[src/rtl/hostmbox_pkg.sv]
// Shared constants and types for the host-target command mailbox.
package hostmbox_pkg;
    localparam int HALF_W  = 32;
    localparam int WORD_W  = 2 * HALF_W;
    localparam int FIELD_W = 8;
    localparam int DEV_LSB = WORD_W - FIELD_W;
    localparam int CMD_LSB = DEV_LSB - FIELD_W;

    localparam int OFF_TH_LO = 0;
    localparam int OFF_TH_HI = 4;
    localparam int OFF_FH_LO = 8;
    localparam int OFF_FH_HI = 12;

    localparam logic [1:0] SIZE_WORD = 2'd2;

    localparam logic [FIELD_W-1:0] DEV_CONSOLE = 8'd1;
    localparam logic [FIELD_W-1:0] CMD_PUTC    = 8'd1;
    localparam logic [FIELD_W-1:0] CMD_KBD     = 8'd0;

    typedef enum logic [1:0] {
        ACT_HALT = 2'd0,
        ACT_PUTC = 2'd1,
        ACT_KBD  = 2'd2,
        ACT_BAD  = 2'd3
    } mbox_act_e;
endpackage

[src/rtl/hostmbox_decode.sv]
// Command decoder: classifies a committed 64-bit command word.
// Assumes the word presented is the value the register takes after the commit.
module hostmbox_decode
    import hostmbox_pkg::*;
(
    input  logic [WORD_W-1:0] word,
    output mbox_act_e         act
);
    logic [FIELD_W-1:0] dev;
    logic [FIELD_W-1:0] cmd;

    assign dev = word[DEV_LSB +: FIELD_W];
    assign cmd = word[CMD_LSB +: FIELD_W];

    // Pick the action; power-off takes precedence because it is an exact match.
    always_comb begin
        if (word == WORD_W'(1))
            act = ACT_HALT;
        else if (dev == DEV_CONSOLE && cmd == CMD_PUTC)
            act = ACT_PUTC;
        else if (dev == DEV_CONSOLE && cmd == CMD_KBD)
            act = ACT_KBD;
        else
            act = ACT_BAD;
    end
endmodule

[src/rtl/hostmbox_console.sv]
// Console output stage: holds one byte under a valid/ready handshake.
// Assumes load is never asserted while a byte is already pending.
module hostmbox_console
    import hostmbox_pkg::*;
(
    input  logic               clk,
    input  logic               rst_n,
    input  logic               load,
    input  logic [FIELD_W-1:0] load_byte,
    input  logic               con_ready,
    output logic               con_valid,
    output logic [FIELD_W-1:0] con_data,
    output logic               accept
);
    assign accept = con_valid && con_ready;

    // Pending flag: set by a load, cleared when the sink takes the byte.
    always_ff @(posedge clk) begin
        if (!rst_n)
            con_valid <= 1'b0;
        else if (load)
            con_valid <= 1'b1;
        else if (accept)
            con_valid <= 1'b0;
    end

    // Byte holding register.
    always_ff @(posedge clk) begin
        if (!rst_n)
            con_data <= '0;
        else if (load)
            con_data <= load_byte;
    end
endmodule

[src/rtl/hostmbox_rdmux.sv]
// Read multiplexer: returns the addressed 32-bit half, zero elsewhere.
// Assumes the access size has already been qualified by the caller.
module hostmbox_rdmux
    import hostmbox_pkg::*;
#(
    parameter int ADDR_W = 4
) (
    input  logic [WORD_W-1:0] tohost,
    input  logic [WORD_W-1:0] fromhost,
    input  logic              rd_ok,
    input  logic [ADDR_W-1:0] addr,
    output logic [HALF_W-1:0] rdata
);
    // Select the half named by the offset.
    always_comb begin
        rdata = '0;
        if (rd_ok) begin
            case (addr)
                ADDR_W'(OFF_TH_LO): rdata = tohost[HALF_W-1:0];
                ADDR_W'(OFF_TH_HI): rdata = tohost[WORD_W-1:HALF_W];
                ADDR_W'(OFF_FH_LO): rdata = fromhost[HALF_W-1:0];
                ADDR_W'(OFF_FH_HI): rdata = fromhost[WORD_W-1:HALF_W];
                default:            rdata = '0;
            endcase
        end
    end
endmodule

[src/rtl/hostmbox.sv]
// Host-target command mailbox top: register storage, commit handling,
// sticky halt and unsupported-command pulse.
// Assumes single-cycle register accesses; writes are dropped while busy.
module hostmbox
    import hostmbox_pkg::*;
#(
    parameter int ADDR_W = 4
) (
    input  logic               clk,
    input  logic               rst_n,
    input  logic               reg_wen,
    input  logic [ADDR_W-1:0]  reg_addr,
    input  logic [1:0]         reg_size,
    input  logic [HALF_W-1:0]  reg_wdata,
    output logic [HALF_W-1:0]  reg_rdata,
    output logic               busy,
    output logic               con_valid,
    output logic [FIELD_W-1:0] con_data,
    input  logic               con_ready,
    output logic               halt,
    output logic               unsup
);
    localparam logic [WORD_W-1:0] ACK_WORD =
        {DEV_CONSOLE, CMD_PUTC, {CMD_LSB{1'b0}}};

    logic [WORD_W-1:0] tohost;
    logic [WORD_W-1:0] fromhost;
    logic [WORD_W-1:0] commit_word;
    logic              size_ok;
    logic              wr;
    logic              commit;
    logic              accept;
    mbox_act_e         act;

    assign size_ok     = (reg_size == SIZE_WORD);
    assign busy        = con_valid;
    assign wr          = reg_wen && size_ok && !busy;
    assign commit      = wr && (reg_addr == ADDR_W'(OFF_TH_HI));
    assign commit_word = {reg_wdata, tohost[HALF_W-1:0]};

    hostmbox_decode u_decode (
        .word (commit_word),
        .act  (act)
    );

    hostmbox_console u_console (
        .clk       (clk),
        .rst_n     (rst_n),
        .load      (commit && act == ACT_PUTC),
        .load_byte (commit_word[FIELD_W-1:0]),
        .con_ready (con_ready),
        .con_valid (con_valid),
        .con_data  (con_data),
        .accept    (accept)
    );

    hostmbox_rdmux #(.ADDR_W(ADDR_W)) u_rdmux (
        .tohost   (tohost),
        .fromhost (fromhost),
        .rd_ok    (size_ok),
        .addr     (reg_addr),
        .rdata    (reg_rdata)
    );

    // Command word: half writes, commit result, cleared on console accept.
    always_ff @(posedge clk) begin
        if (!rst_n)
            tohost <= '0;
        else if (accept)
            tohost <= '0;
        else if (wr) begin
            if (reg_addr == ADDR_W'(OFF_TH_LO))
                tohost[HALF_W-1:0] <= reg_wdata;
            else if (commit)
                tohost <= (act == ACT_KBD) ? '0 : commit_word;
        end
    end

    // Reply word: half writes, acknowledgement on console accept.
    always_ff @(posedge clk) begin
        if (!rst_n)
            fromhost <= '0;
        else if (accept)
            fromhost <= ACK_WORD;
        else if (wr) begin
            if (reg_addr == ADDR_W'(OFF_FH_LO))
                fromhost[HALF_W-1:0] <= reg_wdata;
            else if (reg_addr == ADDR_W'(OFF_FH_HI))
                fromhost[WORD_W-1:HALF_W] <= reg_wdata;
        end
    end

    // Sticky power-off flag.
    always_ff @(posedge clk) begin
        if (!rst_n)
            halt <= 1'b0;
        else if (commit && act == ACT_HALT)
            halt <= 1'b1;
    end

    // One-cycle pulse for an unrecognised command.
    always_ff @(posedge clk) begin
        if (!rst_n)
            unsup <= 1'b0;
        else
            unsup <= commit && act == ACT_BAD;
    end
endmodule

[config.mk]
export PLATFORM = sky130hd
export DESIGN_NAME = hostmbox
export DESIGN_NICKNAME = d
export VERILOG_FILES = /design/src/rtl/hostmbox_pkg.sv /design/src/rtl/hostmbox_decode.sv /design/src/rtl/hostmbox_console.sv /design/src/rtl/hostmbox_rdmux.sv /design/src/rtl/hostmbox.sv
export SDC_FILE = /design/constraint.sdc
export NUM_CORES = 1
export LEC_CHECK = 0
export ABC_AREA = 1
export ABC_CLOCK_PERIOD_IN_PS = 1500
export BUFFER_PORTS_ARGS = -buffer_cell sky130_fd_sc_hd__buf_2
export CORE_ASPECT_RATIO = 0.7
export CORE_UTILIZATION = 31
export DETAILED_ROUTE_END_ITERATION = 8
export MAX_ROUTING_LAYER = met4
export PLACE_DENSITY = 0.45
export SETUP_SLACK_MARGIN = 0.15
export SLEW_MARGIN = 20
export SYNTH_ARGS = -nofsm -noshare
export SYNTH_HDL_FRONTEND = slang
export SYNTH_SLANG_ARGS = --single-unit
[constraint.sdc]
create_clock -name clk -period 1.5 [get_ports clk]
set_clock_uncertainty 0.05 [all_clocks]
set_input_delay 0 -clock clk [delete_from_list [all_inputs] [get_ports clk]]
set_output_delay 0 -clock clk [all_outputs]
set_load 0.05 [all_outputs]
# Word level (Yosys, flattened, before mapping)
# Index checks and enable logic that the tools add are counted.
[word_totals] reg_bits=139 romBits=0 latch_bits=0 wordCells=62 memories=0 ramBits=0 output_inout_bits=44
[classes] bitwise_logic=3 addsub=0 n_mux=15 reduce_logical=24 n_shift=0 eq_ne=11 multipliers=0 n_div=0 n_lt_le_gt_ge=0
[op_table] operator="$mux 32" n=4
[op_table] operator="$pmux 32 s4" n=1
[op_table] operator="$mux 57" n=2
[op_table] operator="$eq 64x1->1 const B" n=1
[op_table] operator="$mux 64" n=1
[op_table] operator="$mux 25" n=2
[op_table] operator="$eq 8x1->1 const B" n=2
[op_table] operator="$reduce_and 3->1" n=4
[op_table] operator="$reduce_bool 2->1" n=5
[op_table] operator="$logic_and 1x1->1" n=9
[op_table] operator="$eq 4x4->1 const B" n=2
[op_table] operator="$logic_not 8->1" n=1
[op_table] operator="$eq 2x2->1 const B" n=3
[op_table] operator="$eq 4x3->1 const B" n=1
[op_table] operator="$logic_not 4->1" n=1
[op_table] operator="$mux 2" n=2
[op_table] operator="$mux 1" n=3
[op_table] operator="$not 1->1" n=3
[op_table] operator="$eq 2x1->1 const B" n=1
[op_table] operator="$logic_not 2->1" n=1
[op_table] operator="$ne 2x2->1 const B" n=1
[op_table] operator="$reduce_and 2->1" n=1
[op_table] operator="$reduce_or 2->1" n=1
[op_table] operator="$logic_not 1->1" n=1

# Logic depth before layout (Yosys ltp)
# Gate-level depths: netlist of the first run.
[logic_depth] word_depth=9 ltp_mapped=10 ltp_nobuf=9

# Hierarchy
# Synthesis of the first run repeated with hierarchy kept, for this count alone.
[unflattened] cells_unflattened=1037 hier_area_um2=6859.1
[modules_own_cells] module="hostmbox" cells_each=633 area_per_inst_um2=4830.9 seq_area_each_um2=2602.5 instances=1
[modules_own_cells] module="hostmbox_rdmux" cells_each=294 area_per_inst_um2=1440.1 seq_area_each_um2=0.0 instances=1
[modules_own_cells] module="hostmbox_console" cells_each=40 area_per_inst_um2=311.5 seq_area_each_um2=180.2 instances=1
[modules_own_cells] module="hostmbox_decode" cells_each=70 area_per_inst_um2=276.5 seq_area_each_um2=0.0 instances=1

# Worst setup path after synthesis of the first run
# Ideal clock, no wire load.
[synth_path] path_type="reg2reg" startpoint="register u_console.con_valid" endpoint="register tohost[19]" slack_ps=-172 n_path_buf=2 path_stages_with_launch=8 arrival_ps=1507 path_cell_list="dfxtp_1 > nand2_1 > nand2_1 > clkinv_1 > buf_2 > buf_1 > nand2_1 > nor2_1"
[synth_via] elab_chain_cells=5
[synth_lines] item="start, declared" line_no="hostmbox_console.sv:11" rtl="output logic con_valid,"
[synth_lines] item="start signal, assigned" line_no="hostmbox_console.sv:20" rtl="con_valid <= 1'b0;"
[synth_lines] item="start signal, assigned" line_no="hostmbox_console.sv:22" rtl="con_valid <= 1'b1;"
[synth_lines] item="start signal, assigned" line_no="hostmbox_console.sv:24" rtl="con_valid <= 1'b0;"
[synth_lines] item="$logic_not 1->1" line_no="hostmbox.sv:37" rtl="assign wr = reg_wen && size_ok && !busy;"
[synth_lines] item="$logic_and 1x1->1" line_no="hostmbox.sv:37"
[synth_lines] item="$logic_and 1x1->1" line_no="hostmbox.sv:38" rtl="assign commit = wr && (reg_addr == ADDR_W'(OFF_TH_HI));"
[synth_lines] item="$reduce_bool 2->1 (no line)"
[synth_lines] item="$reduce_and 3->1 (no line)"
[synth_lines] item="end signal, assigned by index" line_no="hostmbox.sv:73" rtl="tohost[HALF_W-1:0] <= reg_wdata;"
[synth_lines] item="end signal, assigned" line_no="hostmbox.sv:75" rtl="tohost <= (act == ACT_KBD) ? '0 : commit_word;"
[synth_lines] item="end, declared" line_no="hostmbox.sv:26" rtl="logic [WORD_W-1:0] tohost;"
# Parallel ways exist; a longest one is shown, timed or not.
# A chain may end at the register's enable or synchronous reset.

# Worst setup path after layout of the first run
[layout_path] startpoint="register u_console.con_valid" endpoint="register u_console.con_data[4]"
[layout_via] elab_chain_cells=4
[layout_lines] item="$logic_not 1->1" line_no="hostmbox.sv:37"
[layout_lines] item="$logic_and 1x1->1" line_no="hostmbox.sv:37"
[layout_lines] item="$logic_and 1x1->1" line_no="hostmbox.sv:38"
[layout_lines] item="$logic_and 1x1->1" line_no="hostmbox.sv:49" rtl=".load (commit && act == ACT_PUTC),"
[layout_lines] item="end signal, assigned" line_no="hostmbox_console.sv:32" rtl="con_data <= load_byte;"
[layout_lines] item="end, declared" line_no="hostmbox_console.sv:12" rtl="output logic [FIELD_W-1:0] con_data,"
# No other way between the ends.

==> metrics.cfg, run 1 <==
[outcome]
status = complete, no violations

[layout]
final_cell_mix = nand2_1 (173), dfxtp_1 (107), nor2_1 (90), inv_1 (64), a21oi_1 (64)
drive_gt1_share_pct = 43.1
final_cell_area_um2 = 10900
nets = 1208
area_growth_pct = 68.1
layout.cells.most_common = nand2_1
diodes = 0
stdcell_count = 1449

[synthesis]
yosysSeqAreaShare_pct = 42.9
syn_area_per_cell_um2 = 6.79
synth.distinct_cells = 24
synth.cell_area_um2 = 6480
synth_seq_cells = 139
syn_nets = 997
yosys_warnings = 0
netlist_instances = 955

[clocking]
htree_levels = 4
root_buffer = clkbuf_16
tritoncts = done
cts_buffers = 17
clock_latency_ns = 0.43
clockBufferDepth = 2
path_clk_slew_ns = 0.06
clock_sinks = 139

[place]
post_dp_cell_area_um2 = 7790
dp_cells = 1297
place_congestion = 0.801
hpwl_um = 14400
port_buffers = 85
post-place-ws_ns = -0.0437

[setup_path]
crit_type = reg -> reg
reg2regPathDepth = 8
cp_top_family = simple AND/OR/NAND/NOR gates
critPathLaunch = u_console.con_valid$_SDFFE_PN0P_
critPathSlowestCell = dfxtp_4
slowest_delay_ns = 0.35
crit_buf_inv = 2
r2r-end = u_console.con_data[4]$_SDFFE_PN0P_
endpoint = u_console.con_data[4]$_SDFFE_PN0P_
r2r_slack_ns = 0.008
worstPathMaxFanout = 6
start_kind = flip-flop
path_depth = 8
crit_required_ns = 1.76
end_kind = flip-flop
cp.arrival_ns = 1.75
rr_startpoint = u_console.con_valid$_SDFFE_PN0P_
path_cells = nor2_4 > nand3_4 > nor2_4 > buf_6 > nand3_4 > buf_8 > nand2_2 > a21oi_2

[routing]
wire_per_inst_um = 18.5
routed_wl_um = 26800
ant_nets = 0
post-route-drc-count = 0
drt_iter0_drc = 488
viasPerCell = 4.98
dr.pass1.iters = 5
num_vias = 7221

[sta]
timing_hold_violations_final = 0
fin_crit_ns = 1.49
max_freq_mhz = 670
period_share_pct = 99.4
final_max_slew_viol_count = 0
worstMarginPinSlew_ns = 0.461
grt_setup_unrepaired = true
setup_viol = 0
fin_ws_ns = 0.00825
slew_headroom_pct = 69.0

[global_routing]
track_usage_pct = 24.2
first_global_vias = 6600
grt_pass1_wl_um = 38300
grt_max_degree = 35
overflow = 0
antenna_found_initial = 0

[die]
coreArea_um2 = 20100
initial_core_util_pct = 32.2
die_area_um2 = 21500
die_w_um = 175
num_io_pins = 86
fp.dieH_um = 123
fp-row-count = 43

[worst_hold_path]
worstHoldPathCells = 5
hold_path_class = in -> reg

[power]
total_power_uw = 8610
power_density_nw_per_um2 = 791
irDropWorstVdd_mv = 0.640
leakage_uw = 0.00443

[flow_run]
maxCapViolations = 0

-- final cells by class --
class                           instances  area, um2
Fill cell                            1884       9230
Multi-Input combinational cell        646       3850
Timing Repair Buffer                  251       2850
Sequential cell                       139       2830
Clock buffer                           22        474
Inverter                              111        459
Tap cell                              270        338
Clock inverter                         10       91.3
-- worst reg2reg max path, stage by stage (launching register included) --
cell     delay [ns]
dfxtp_4        0.35
nor2_4         0.09
nand3_4        0.14
nor2_4         0.18
buf_6          0.14
nand3_4        0.13
buf_8          0.19
nand2_2        0.07
a21oi_2        0.05
-- worst min-delay path by stage --
stage                             start                         to  slack [ns]
final                       reg_addr[3]  fromhost[13]$_SDFFE_PP0P_        0.04
after global routing        reg_addr[3]  fromhost[13]$_SDFFE_PP0P_        0.05
after CTS                   reg_size[0]          halt$_SDFFE_PN0P_        0.04
after detailed placement   reg_wdata[8]    tohost[40]$_SDFFE_PP0P_        0.22
after global placement    reg_wdata[14]    tohost[46]$_SDFFE_PP0P_        0.22
after floorplan                   rst_n          halt$_SDFFE_PN0P_        0.06
-- power by group --
part | internal (uW) | total, uW | switching [uW] | leakage [uW]
Sequential | 3710 | 3730 | 13.7 | 0.00114
Clock | 2410 | 4100 | 1690 | 0.000276
Combinational | 329 | 785 | 456 | 0.00301
Total | 6450 | 8610 | 2160 | 0.00443
-- registers in the layout (all words and copies together) (netlist names) --
name / flops
fromhost: 64
tohost: 64
u_console.con_data: 8
halt: 1
u_console.con_valid: 1
unsup: 1
-- logic make-up (layout without fill, tap and decap cells) --
family	Yosys count	in the layout	share of synthesized area [%]
AO/OA/AOI/OAI	274	274	21.8
buffers and inverters	170	394	11.1
flip-flops	139	139	42.9
AND/OR/NAND/NOR	372	372	24.2
-- metal layers --
layer	vias up	wire (um)	track usage, %
li1	3539	-	-
met1	3453	13300	34.7
met2	208	11700	35.8
met3	21	1420	3.72
met4	0	282	5.22
met5	-	0	-
-- stage by stage --
stage	TNS (ns)	hold slack [ns]	util, %
global placement	-0.165	0.219	38.7
CTS	0	0.0404	49.9
detailed placement	-0.0483	0.220	38.7
global route	-3.64	0.0541	54.1
floorplan	0	0.0605	-
finish	0	0.0383	54.1
-- synthesized netlist by cell type --
| master | number | share of area, % |
|---|---|---|
| a21oi_1 | 113 | 8.7 |
| a31oi_1 | 32 | 3.1 |
| buf_1 | 3 | 0.17 |
| buf_2 | 26 | 2.0 |
| buf_4 | 2 | 0.23 |
| buf_6 | 5 | 0.87 |
| clkbuf_1 | 20 | 1.2 |
| clkbuf_2 | 3 | 0.23 |
| clkinv_1 | 3 | 0.17 |
| dfxtp_1 | 139 | 43 |
| inv_1 | 103 | 6.0 |
| inv_2 | 5 | 0.29 |
| nand2_1 | 218 | 13 |
| nand2_4 | 2 | 0.35 |
| nand3_1 | 18 | 1.4 |
| nand3_2 | 3 | 0.46 |
| nand3_4 | 2 | 0.54 |
| nand4_1 | 12 | 1.2 |
| nor2_1 | 105 | 6.1 |
| nor2_2 | 4 | 0.39 |
| nor2_4 | 6 | 1.0 |
| nor3_1 | 2 | 0.15 |
| o21ai_0 | 117 | 9.0 |
| o21ai_1 | 12 | 0.93 |
-- repair_timing --
item,4_1_cts,5_1_grt
buffers inserted,47,11
pin swaps,67,65
gates cloned,13,12
endpoints found under the hold margin,124,0
setup endpoints to repair,131,170
gates resized for setup,240,170
hold buffers,37,0
Note: power is estimated with default switching activity, not from simulation.
==> run 2, diff against run 1 <==
ABC_CLOCK_PERIOD_IN_PS = 1200   (was 1500)
PLACE_DENSITY = 0.47   (was 0.45)
clock period = 1.2 ns   (was 1.5 ns; I/O delays follow)
==> metrics.cfg, run 2 (synthesis results as in run 1) <==
[sta]
max_freq_mhz = 675  ; was 670 MHz
worstMarginPinSlew_ns = 0.268  ; was 0.461 ns
slew_headroom_pct = 82.1  ; was 69.0%
fin_ws_ns = -0.281  ; was 0.00825 ns
grt_setup_unrepaired = true  ; unchanged
timing_hold_violations_final = 0  ; unchanged
final_max_slew_viol_count = 0  ; unchanged
setup_viol = 173  ; was 0
period_share_pct = 123  ; was 99.4%
fin_crit_ns = 1.48  ; was 1.49 ns

[clocking]
htree_levels = 4  ; unchanged
clockBufferDepth = 2  ; unchanged
clock_sinks = 139  ; unchanged
clock_latency_ns = 0.43  ; about the same
tritoncts = done  ; unchanged
cts_buffers = 17  ; unchanged
path_clk_slew_ns = 0.06  ; about the same
root_buffer = clkbuf_16  ; unchanged

[setup_path]
cp.arrival_ns = 1.75  ; about the same
crit_buf_inv = 4  ; was 2
cp_top_family = buffers and inverters  ; was simple AND/OR/NAND/NOR gates
slowest_delay_ns = 0.35  ; about the same
end_kind = flip-flop  ; unchanged
worstPathMaxFanout = 6  ; unchanged
crit_required_ns = 1.47  ; was 1.76 ns
start_kind = flip-flop  ; unchanged
critPathSlowestCell = dfxtp_4  ; unchanged
crit_type = reg -> reg  ; unchanged
path_cells = nor2_4 > nand3_4 > buf_6 > nor2_4 > buf_12 > buf_8 > buf_16 > a21oi_2  ; was nor2_4 > nand3_4 > nor2_4 > buf_6 > nand3_4 > buf_8 > nand2_2 > a21oi_2
cp_common_cell = nor2_4

[routing]
post-route-drc-count = 0  ; unchanged
wire_per_inst_um = 17.8  ; was 18.5 um
drt_iter0_drc = 443  ; was 488
num_vias = 7356  ; was 7221
routed_wl_um = 26500  ; was 26800 um
dr.pass1.iters = 5  ; unchanged
viasPerCell = 4.94  ; was 4.98
ant_nets = 0  ; unchanged

[die]
num_io_pins = 86  ; unchanged
die_w_um = 175  ; unchanged
fp.dieH_um = 123  ; unchanged
fp-row-count = 43  ; unchanged
die_area_um2 = 21500  ; unchanged
initial_core_util_pct = 32.2  ; unchanged
coreArea_um2 = 20100  ; unchanged

[global_routing]
first_global_vias = 7011  ; was 6600
grt_pass1_wl_um = 39800  ; was 38300 um
antenna_found_initial = 0  ; unchanged
track_usage_pct = 25.1  ; was 24.2%
grt_max_degree = 37  ; was 35
overflow = 0  ; unchanged

[layout]
layout.cells.most_common = nand2_1  ; unchanged
area_growth_pct = 78.8  ; was 68.1%
drive_gt1_share_pct = 50.3  ; was 43.1%
final_cell_mix = nand2_1 (177), buf_4 (102), nor2_1 (90), dfxtp_1 (90), a21oi_1 (66)  ; was nand2_1 (173), dfxtp_1 (107), nor2_1 (90), inv_1 (64), a21oi_1 (64)
diodes = 0  ; unchanged
nets = 1249  ; was 1208
nFillCells = 1871  ; was 1884
largestRegisters = fromhost x64, tohost x64, u_console.con_data x8  ; unchanged

[power]
irDropWorstVdd_mv = 0.900  ; was 0.640 mV
total_power_uw = 11500  ; was 8610 uW
leakage_uw = 0.00472  ; was 0.00443 uW
power_density_nw_per_um2 = 989  ; was 791 nW/um2

[place]
port_buffers = 85  ; unchanged
post-place-ws_ns = -0.289  ; was -0.0437 ns
place_congestion = 0.803  ; was 0.801
hpwl_um = 15700  ; was 14400 um

[outcome]
violations = negative setup slack
status = finished, violations left  ; was complete, no violations

[worst_hold_path]
hold_path_class = in -> reg  ; unchanged

[flow_run]
maxCapViolations = 0  ; unchanged

## run 2: cell types whose count changed in the layout (fill, tap and decap cells not counted), sizes merged
cell          change
buf              +45
dlygate4sd3       -4
bufinv            +3
clkbuf            -2
clkinvlp          -2
clkinv            +1
dlymetal6s4s      +1
inv               -1
## run 2: final timing paths
kind              depth (start not counted)                          startpoint                                 end  slack [ns]
setup / recovery                          8    u_console.con_valid$_SDFFE_PN0P_           fromhost[31]$_SDFFE_PP0P_       -0.28
hold / removal                            6                         reg_addr[0]           fromhost[13]$_SDFFE_PP0P_        0.04
setup reg to reg                          8    u_console.con_valid$_SDFFE_PN0P_           fromhost[31]$_SDFFE_PP0P_       -0.28
hold reg to reg                           2  u_console.con_data[4]$_SDFFE_PN0P_  u_console.con_data[4]$_SDFFE_PN0P_        0.41
## run 2: layer usage
metal,global-route usage [%],wire length [um]
met1,36.2,13500
met2,36.4,11600
met3,2.80,1010
met4,8.32,380
met5,-,0
## run 2: through the flow
stage	area, um2	hold WS (ns)	setup TNS (ns)	utilization [%]	std cells
after CTS	10800	0.0339	-33.94	53.7	1470
final	11600	0.0364	-37.03	57.6	1490
after global placement	8500	0.221	-32.61	42.3	1353
after global routing	11600	0.0665	-47.88	57.6	1490
after detailed placement	8500	0.217	-34.92	42.3	1353
after floorplan	7150	0.0605	-14.41	-	955
## run 2: where the power goes
part	leakage (uW)	internal [uW]	switching [uW]	total [uW]
clock network	0.000311	3590	2130	5710
logic	0.00326	476	607	1080
registers	0.00115	4640	19.1	4660
## run 2: worst register-to-register path, cell delays in order (launching register included)
cell	delay (ns)
dfxtp_4	0.35
nor2_4	0.09
nand3_4	0.14
buf_6	0.16
nor2_4	0.12
buf_12	0.14
buf_8	0.13
buf_16	0.14
a21oi_2	0.05
## run 2: cell type report
cell class              instances  area, um2  share of cell area (%)
flip-flops and latches        139       2850                    24.6
clock buffers                  21        460                    3.97
well taps                     270        338                    2.92
inverters                     111        449                    3.88
multi-input cells             646       4130                    35.6
repair buffers                292       3200                    27.6
clock inverters                11        166                    1.44
## run 2: repair_timing
item,in CTS,in global routing
hold buffers,34,0
endpoints found under the hold margin,109,0
setup endpoints to repair,182,182
gates cloned,12,8
resized for setup,313,168
pin swaps,84,36
setup buffers,39,12
==> run 3, diff against run 2 <==
REMOVE_ABC_BUFFERS = 1   (was default)
==> metrics.cfg, run 3 (synthesis results as in run 1) <==
[clocking]
clock_sinks = 139  ; unchanged
tritoncts = done  ; unchanged
root_buffer = clkbuf_16  ; unchanged
clockBufferDepth = 2  ; unchanged
clock_latency_ns = 0.44  ; was 0.43 ns
path_clk_slew_ns = 0.06  ; about the same
htree_levels = 4  ; unchanged
cts_buffers = 17  ; unchanged

[die]
initial_core_util_pct = 32.2  ; unchanged
fp.dieH_um = 123  ; unchanged
die_area_um2 = 21500  ; unchanged
die_w_um = 175  ; unchanged
coreArea_um2 = 20100  ; unchanged
fp-row-count = 43  ; unchanged
num_io_pins = 86  ; unchanged

[worst_hold_path]
hold_path_class = in -> reg  ; unchanged
hold_end = unsup$_SDFF_PN0_  ; was fromhost[13]$_SDFFE_PP0P_
worstHoldPathCells = 4  ; was 6
hold_start = reg_wdata[16]  ; was reg_addr[0]

[global_routing]
first_global_vias = 7452  ; was 7011
track_usage_pct = 28.2  ; was 25.1%
antenna_found_initial = 0  ; unchanged
grt_max_degree = 33  ; was 37
grt_pass1_wl_um = 43400  ; was 39800 um
overflow = 0  ; unchanged

[sta]
period_share_pct = 129  ; was 123%
fin_ws_ns = -0.351  ; was -0.281 ns
max_freq_mhz = 645  ; was 675 MHz
grt_setup_unrepaired = true  ; unchanged
whs_ns = 0.00359  ; was 0.0364 ns
final_max_slew_viol_count = 0  ; unchanged
slew_headroom_pct = 79.8  ; was 82.1%
worstMarginPinSlew_ns = 0.303  ; was 0.268 ns
fin_crit_ns = 1.55  ; was 1.48 ns
setup_viol = 171  ; was 173
timing_hold_violations_final = 0  ; unchanged

[setup_path]
cp.arrival_ns = 1.82  ; was 1.75 ns
start_kind = flip-flop  ; unchanged
reg2regPathDepth = 8  ; unchanged
end_kind = flip-flop  ; unchanged
rr_startpoint = u_console.con_valid$_SDFFE_PN0P_  ; unchanged
path_cells = nor2_4 > nand3_4 > buf_6 > nor2_4 > buf_6 > buf_12 > clkbuf_16 > a21oi_2  ; was nor2_4 > nand3_4 > buf_6 > nor2_4 > buf_12 > buf_8 > buf_16 > a21oi_2
r2r-end = fromhost[24]$_SDFFE_PP0P_  ; was fromhost[31]$_SDFFE_PP0P_
crit_buf_inv = 4  ; unchanged
crit_required_ns = 1.47  ; about the same
cp_top_family = buffers and inverters  ; unchanged
crit_type = reg -> reg  ; unchanged
worstPathMaxFanout = 6  ; unchanged
r2r_slack_ns = -0.35  ; was -0.28 ns
critPathSlowestCell = dfxtp_2  ; was dfxtp_4
slowest_delay_ns = 0.34  ; was 0.35 ns

[layout]
nets = 1315  ; was 1249
multiInputGateArea_um2 = 4270  ; was 4130 um2
final_cell_mix = nand2_1 (173), buf_4 (122), o21ai_2 (97), dfxtp_1 (89), nor2_1 (82)  ; was nand2_1 (177), buf_4 (102), nor2_1 (90), dfxtp_1 (90), a21oi_1 (66)
drive_gt1_share_pct = 56.8  ; was 50.3%
largestRegisters = fromhost x64, tohost x64, u_console.con_data x8  ; unchanged
nFillCells = 1617  ; was 1871
final_cell_area_um2 = 13000  ; was 11600 um2
layout.cells.most_common = nand2_1  ; unchanged
diodes = 0  ; unchanged
fin_util_pct = 64.5  ; was 57.6%
area_growth_pct = 100  ; was 78.8%
regArea_um2 = 2850  ; about the same

[place]
post_dp_cell_area_um2 = 7960  ; was 8500 um2
hpwl_um = 14000  ; was 15700 um
port_buffers = 85  ; unchanged
place_congestion = 0.772  ; was 0.803

[routing]
viasPerCell = 5.30  ; was 4.94
dr.pass1.iters = 6  ; was 5
wire_per_inst_um = 21.7  ; was 17.8 um
routed-wl-met2_um = 15800  ; was 11600 um
routed_wl_um = 33800  ; was 26500 um
drt_iter0_drc = 574  ; was 443
num_vias = 8249  ; was 7356
dr_wl_met3_um = 2300  ; was 1010 um
post-route-drc-count = 0  ; unchanged
met1_length_um = 14500  ; was 13500 um
ant_nets = 0  ; unchanged
top_layer = met4  ; unchanged

[power]
leakage_uw = 0.00528  ; was 0.00472 uW
power_density_nw_per_um2 = 913  ; was 989 nW/um2
irDropWorstVdd_mv = 0.677  ; was 0.900 mV

[outcome]
status = finished, violations left  ; unchanged
violations = negative setup slack  ; unchanged

[flow_run]
maxCapViolations = 0  ; unchanged

run 3: cell count changes in the layout (fill, tap and decap cells not counted), sizes merged:
cell,delta
dlygate4sd3,+1
clkinvlp,+1
inv,+2
bufbuf,-1
clkbuf,+9
clkinv,-2
buf,+55
run 3: metrics by stage:
stage	setup WS (ns)	cells	total power [uW]	setup TNS, ns
2_1_floorplan	-2.04	896	5050	-286.58
3_3_place_gp	-0.310	1347	5500	-35.18
3_5_place_dp	-0.295	1347	5500	-36.19
4_1_cts	-0.325	1510	11600	-37.56
5_1_grt	-0.382	1555	12100	-44.25
6_report	-0.351	1555	11900	-37.58
run 3: routing by layer:
metal | global-route usage [%] | vias to the layer above
li1 | - | 3779
met2 | 44.1 | 355
met1 | 36.1 | 4030
met3 | 5.50 | 85
met5 | - | -
met4 | 10.9 | 0
run 3: how the worst max path moves through the flow:
stage                                      from                         to  depth (start not counted)
3_3_place_gp   u_console.con_valid$_SDFFE_PN0P_    tohost[21]$_SDFFE_PP0P_                          8
5_1_grt                  tohost[8]$_SDFFE_PP0P_          halt$_SDFFE_PN0P_                         11
6_report       u_console.con_valid$_SDFFE_PN0P_  fromhost[24]$_SDFFE_PP0P_                          8
4_1_cts                  tohost[8]$_SDFFE_PP0P_               reg_rdata[8]                          6
2_1_floorplan  u_console.con_valid$_SDFFE_PN0P_    tohost[43]$_SDFFE_PP0P_                          5
3_5_place_dp   u_console.con_valid$_SDFFE_PN0P_    tohost[14]$_SDFFE_PP0P_                          7
run 3: report_power, final:
| part | switching (uW) | internal (uW) |
|---|---|---|
| registers | 23.6 | 4640 |
| logic | 743 | 673 |
| clock network | 2190 | 3570 |
| total | 2960 | 8890 |
run 3: worst reg2reg max path: cells and delay by family (launching register included):
kind | cells | cell delay, ns
flops | 1 | 0.34
compound gates | 1 | 0.06
buf+inv | 4 | 0.61
simple gates | 3 | 0.40
run 3: area by class of cell:
type,count,area share [%]
sequential,139,21.9
tap,270,2.60
clock inverter,11,1.30
timing repair inverter,1,0.231
multi-input combinational,646,32.9
clock buffer,20,3.52
inverter,111,3.40
timing repair buffer,357,34.1
run 3: timing repair:
item	CTS	global route
cloned	32	20
hold endpoints to repair	112	0
gates resized for setup	368	342
hold buffers	35	0
setup endpoints to repair	183	183
pin swaps	84	96
setup buffers	65	25
